$ cat src/rtl/adc_read_seq.sv
module adc_read_seq #(
  parameter int CONV_CLKS = 40,
  parameter int START_LOW = 2,
  parameter int RD_CLKS   = 3
) (
  input  logic        clk,
  input  logic        rst_n,
  input  logic        start_req,
  input  logic        free_run,
  input  logic        read_during,
  input  logic        busy,
  input  logic [7:0]  din,
  output logic        cnvst_n,
  output logic        cs_n,
  output logic        rd_n,
  output logic        byte_sel,
  output logic [15:0] result,
  output logic        result_valid
);
  localparam int CMAX = (START_LOW > RD_CLKS) ? START_LOW : RD_CLKS;
  localparam int CW   = $clog2(CMAX + 1);
  localparam int SW   = $clog2(CONV_CLKS + 1);

  typedef enum logic [2:0] {S_IDLE, S_START, S_WAIT_HI, S_RD_LO, S_GAP, S_RD_HI, S_WAIT_LO} st_t;
  st_t st;

  logic [CW-1:0] cnt;
  logic [SW-1:0] since;
  logic          mode_q, have_prev;
  logic [7:0]    lo_q;

  wire go      = (start_req | free_run) & ~busy;
  wire st_last = cnt == CW'(START_LOW - 1);
  wire rd_last = cnt == CW'(RD_CLKS - 1);

  assign cnvst_n  = st != S_START;
  assign rd_n     = !(st == S_RD_LO || st == S_RD_HI);
  assign cs_n     = !(st == S_RD_LO || st == S_GAP || st == S_RD_HI);
  assign byte_sel = st == S_GAP || st == S_RD_HI;

  always_ff @(posedge clk) begin
    if (!rst_n) begin
      st <= S_IDLE;
      cnt <= '0;
      since <= '0;
      mode_q <= 1'b0;
      have_prev <= 1'b0;
      lo_q <= '0;
      result <= '0;
      result_valid <= 1'b0;
    end else begin
      result_valid <= 1'b0;
      if (since != SW'(CONV_CLKS)) since <= since + 1'b1;
      case (st)
        S_IDLE: if (go) begin
          st <= S_START;
          cnt <= '0;
          since <= '0;
          mode_q <= read_during;
        end
        S_START: if (st_last) st <= S_WAIT_HI; else cnt <= cnt + 1'b1;
        S_WAIT_HI: if (busy) begin
          cnt <= '0;
          st <= (mode_q && have_prev) ? S_RD_LO : S_WAIT_LO;
        end
        S_WAIT_LO: if (!busy) begin
          cnt <= '0;
          have_prev <= mode_q;
          st <= mode_q ? S_IDLE : S_RD_LO;
        end
        S_RD_LO: if (rd_last) begin
          lo_q <= din;
          st <= S_GAP;
        end else cnt <= cnt + 1'b1;
        S_GAP: begin
          cnt <= '0;
          st <= S_RD_HI;
        end
        S_RD_HI: if (rd_last) begin
          result <= {din, lo_q};
          result_valid <= 1'b1;
          st <= mode_q ? S_WAIT_LO : S_IDLE;
        end else cnt <= cnt + 1'b1;
        default: st <= S_IDLE;
      endcase
    end
  end

  p_no_start_busy_r2: assert property (@(posedge clk) disable iff (!rst_n)
    $fell(cnvst_n) |-> !$past(busy));
  p_rd_needs_cs_r5: assert property (@(posedge clk) disable iff (!rst_n)
    !rd_n |-> !cs_n);
  p_sel_stable_r6: assert property (@(posedge clk) disable iff (!rst_n)
    (!rd_n && $past(!rd_n)) |-> $stable(byte_sel));
  p_gap_r6: assert property (@(posedge clk) disable iff (!rst_n)
    $rose(byte_sel) |-> (rd_n && !cs_n));
  p_first_half_r4: assert property (@(posedge clk) disable iff (!rst_n)
    (mode_q && !rd_n) |-> (since < SW'(CONV_CLKS / 2)));
  p_read_after_idle_r3: assert property (@(posedge clk) disable iff (!rst_n)
    (!mode_q && !rd_n) |-> !busy);
  p_valid_pulse_r7: assert property (@(posedge clk) disable iff (!rst_n)
    result_valid |=> !result_valid);
endmodule

$ cat config.mk
export PLATFORM = sky130hd
export DESIGN_NAME = adc_read_seq
export DESIGN_NICKNAME = d
export VERILOG_FILES = /design/src/rtl/adc_read_seq.sv
export SDC_FILE = /design/constraint.sdc
export NUM_CORES = 1
export LEC_CHECK = 0
export BUFFER_PORTS_ARGS = -buffer_cell sky130_fd_sc_hd__buf_4
export CAP_MARGIN = 10
export CORE_ASPECT_RATIO = 0.75
export CORE_UTILIZATION = 50
export CTS_BUF_LIST = sky130_fd_sc_hd__clkbuf_4 sky130_fd_sc_hd__clkbuf_8 sky130_fd_sc_hd__clkbuf_16
export DETAILED_ROUTE_END_ITERATION = 8
export PLACE_DENSITY = 0.87
export SKIP_CTS_REPAIR_TIMING = 1
export SYNTH_ARGS = -nofsm -noshare
export SYNTH_HDL_FRONTEND = slang
export SYNTH_SLANG_ARGS = --single-unit
$ cat constraint.sdc
create_clock -name clk -period 1.6 [get_ports clk]
set_input_delay 0.08 -clock clk [delete_from_list [all_inputs] [get_ports clk]]
set_output_delay 0.08 -clock clk [all_outputs]
set_load 0.01 [all_outputs]
==> results.py <==
metrics = {
    "sta": {
        "slew-limit-headroom": 0.6991,
        "setup_viol": 0,
        "fmax_mhz": 670.1,
        "maxSlewViolCount": 0,
        "period_share": 0.9328,
        "worst_slew_pin_slew_ps": 450.9,
        "worst_clock_skew_ps": 10.06,
        "period_needed_ps": 1492,
        "grt_setup_unrepaired": "no",
        "tns_ps": 0,
        "finalHoldViolations": 0,
    },
    "synthesis": {
        "synth_top_family_by_area": "simple AND/OR/NAND/NOR gates",
        "async_flop_share": 0,
        "synth_top_area_share": 0.4613,
        "syn_inst": 171,
        "ys.flop_type": "dfxtp_1",
        "synth_enable_flop_cells": 0,
        "synthTopCellsByCount": "54 x nand2_1, 32 x dfxtp_1, 27 x a21oi_1",
        "yosys_warnings": 0,
        "syn_area_per_cell_um2": 8.122,
        "yosysMostFrequentCell": "nand2_1",
        "synthMuxAreaShare": 0.04685,
        "syn_area_um2": 1389,
        "synth_compound_gate_area_share": 0.1766,
        "synth_xor_area_frac": 0,
        "synthAdderAreaFrac": 0.01802,
        "ys_types": 33,
        "synthSimpleGateAreaFrac": 0.2514,
        "ys_seq_elements": 32,
        "synth_largest_area_cell": "dfxtp_1",
        "synth_area_leaders": "dfxtp_1 46%, nand2_1 15%, a21oi_1 9.7%",
        "syn_nets": 187,
        "seq_area_frac_synth": 0.4613,
    },
    "setup_path": {
        "endpoint_kind": "flip-flop",
        "path_class": "reg2reg",
        "reg2reg_depth": 6,
        "worstPathRequired_ps": 1810,
        "cp_cell_sequence": "inv_1, ha_2, mux2i_2, mux2i_1, a32oi_2, mux2i_1",
        "critPathMaxStageDelay_ps": 330,
        "crit_top_cell": "mux2i_1",
        "startpoint_type": "flip-flop",
        "ff2ff_setup_slack_ps": 110,
        "reg2reg_from": "cnt[0]$_SDFFE_PN0P_",
        "crit_arrival_ps": 1700,
        "path_max_fanout": 5,
        "slowest_stage": "dfxtp_2",
        "r2r-end": "cnt[1]$_SDFFE_PN0P_",
    },
    "grt": {
        "grt_pass1_wl_um": 4850,
        "overflow": 0,
        "grt_max_degree": 18,
        "grt_use_total": 0.2216,
        "antenna_found_initial": 0,
        "grt_pass1_vias": 1039,
    },
    "placed_design": {
        "place.gp.congestion": 0.9294,
        "dp.cells": 240,
        "portBuffers": 34,
        "dp_hpwl_um": 2156,
    },
    "cells_and_area": {
        "fin_util": 0.7123,
        "layout-drive-gt1-share": 0.3005,
        "antenna_cells": 0,
        "num-nets-final": 228,
        "syn2layout_area_growth_pct": 34.50,
        "layout.cells.non_filler": 249,
    },
    "worst_hold_path": {
        "hold_end": "mode_q$_SDFFE_PN0P_",
        "hold_depth": 3,
        "hold_start": "read_during",
        "hold_path_class": "in2reg",
    },
    "detailed_routing": {
        "drtIter0Drc": 49,
        "wirelength_um": 3161,
        "ant_nets": 0,
        "vias": 1293,
        "drcViolationCount": 0,
        "post_drt_wl_per_cell_um": 12.69,
        "viasPerCell": 5.193,
        "firstDrtPassIters": 4,
    },
    "power": {
        "p_leak_nw": 0.7211,
        "power.density_nw_per_um2": 1138,
        "ir_drop_mv": 0.9416,
    },
    "clock_network": {
        "clk_path_buf_depth": 2,
        "cts-root-buf": "clkbuf_8",
        "cts_buffers": 5,
        "tritoncts": "built",
        "cts.clk_slew.worst_paths_ps": 60,
        "htree_levels": 2,
        "clk_latency_ps": 280,
        "clock_sinks": 32,
    },
    "floorplan": {
        "fp.dieArea_um2": 2994,
        "ioPinCount": 35,
        "rows": 16,
        "initial_core_util": 0.5296,
        "die_h_um": 47.64,
        "core_area_um2": 2623,
        "die_x_um": 62.86,
    },
    "job": {
        "cap_violations": 0,
    },
    "run_status": {
        "status": "complete, no violations",
    },
}
-- worst max path at each step --
stage / startpoint / end / slack, ps
3_3_place_gp: st[1]$_SDFFE_PN0P_ / cnt[1]$_SDFFE_PN0P_ / 90
6_report: cnt[0]$_SDFFE_PN0P_ / cnt[1]$_SDFFE_PN0P_ / 110
5_1_grt: cnt[0]$_SDFFE_PN0P_ / cnt[1]$_SDFFE_PN0P_ / 20
3_5_place_dp: cnt[0]$_SDFFE_PN0P_ / cnt[1]$_SDFFE_PN0P_ / 50
4_1_cts: st[1]$_SDFFE_PN0P_ / cnt[1]$_SDFFE_PN0P_ / 20
2_1_floorplan: cnt[0]$_SDFFE_PN0P_ / st[2]$_SDFFE_PN0P_ / 170
-- cell usage in the layout (no fill, tap or decap), drive strengths merged --
cell type and count:
a221oi 1, o21ai 2, mux2 1, a21oi 28, or2 2, nor3 3
dfxtp 32, o41ai 1, nor4 1, nor2b 1, nor2 9, nand3 4
bufinv 1, o311a 1, o2111ai 1, inv 6, a32oi 1, nand4 1
a31o 2, ha 2, o21a 1, o31ai 1, nand2 54, nand2b 2
clkbuf 7, mux2i 5, buf 42, and2b 1
-- stage by stage --
step                      hold WS, ps  setup slack (ps)  cell area (µm²)  power (mW)
after floorplan                 211.2             165.2             1389       1.145
after global placement          319.6             87.29             1725       1.281
after detailed placement        331.9             52.36             1725       1.279
after CTS                       44.98             15.27             1852       2.114
after global routing            53.54             17.51             1868       2.222
final                           44.58             107.6             1868       2.125
-- cells by family (layout without fill, tap and decap cells) --
family / count (synthesis) / after routing
simple gates: 78 / 78
mux: 6 / 6
flops: 32 / 32
buf+inv: 14 / 56
compound gates: 39 / 39
fa+ha+maj: 2 / 2
-- power breakdown --
part           total [mW]  internal (mW)  switching [mW]  leakage (nW)
Sequential          0.881          0.826          0.0557         0.259
Combinational       0.408          0.201           0.207         0.397
Clock               0.836          0.549           0.287        0.0645
Total                2.13           1.58           0.550         0.721
-- cell type report --
type                       count  area [µm²]
inverter                       6       22.52
sequential                    32       643.1
fill                         206       754.5
clock inverter                 1       30.03
clock buffer                   7       96.34
tap                           36       45.04
multi-input combinational    125       690.7
timing repair buffer          42       340.3
-- critical path, delay by kind of cell, from the launching register on --
family / cells / cell delay, ps
buffers and inverters: 1 / 60
adder cells (fa/ha/maj): 1 / 220
AO/OA/AOI/OAI: 1 / 250
flip-flops: 1 / 330
multiplexers: 3 / 550
-- sequential cells by signal (all words and copies together) (netlist names) --
name and flops:
cnt 2, have_prev 1, lo_q 8, mode_q 1, result 16, result_valid 1, st 3
-- metal layers --
layer / vias up / GRT usage / wire (µm)
met5: - / 0 / 0
met4: 0 / 0.08372 / 27
met3: 4 / 0.06667 / 177
met2: 31 / 0.3283 / 1428
met1: 596 / 0.3082 / 1527
li1: 662 / - / -
Power figures use the tool's default switching activity.
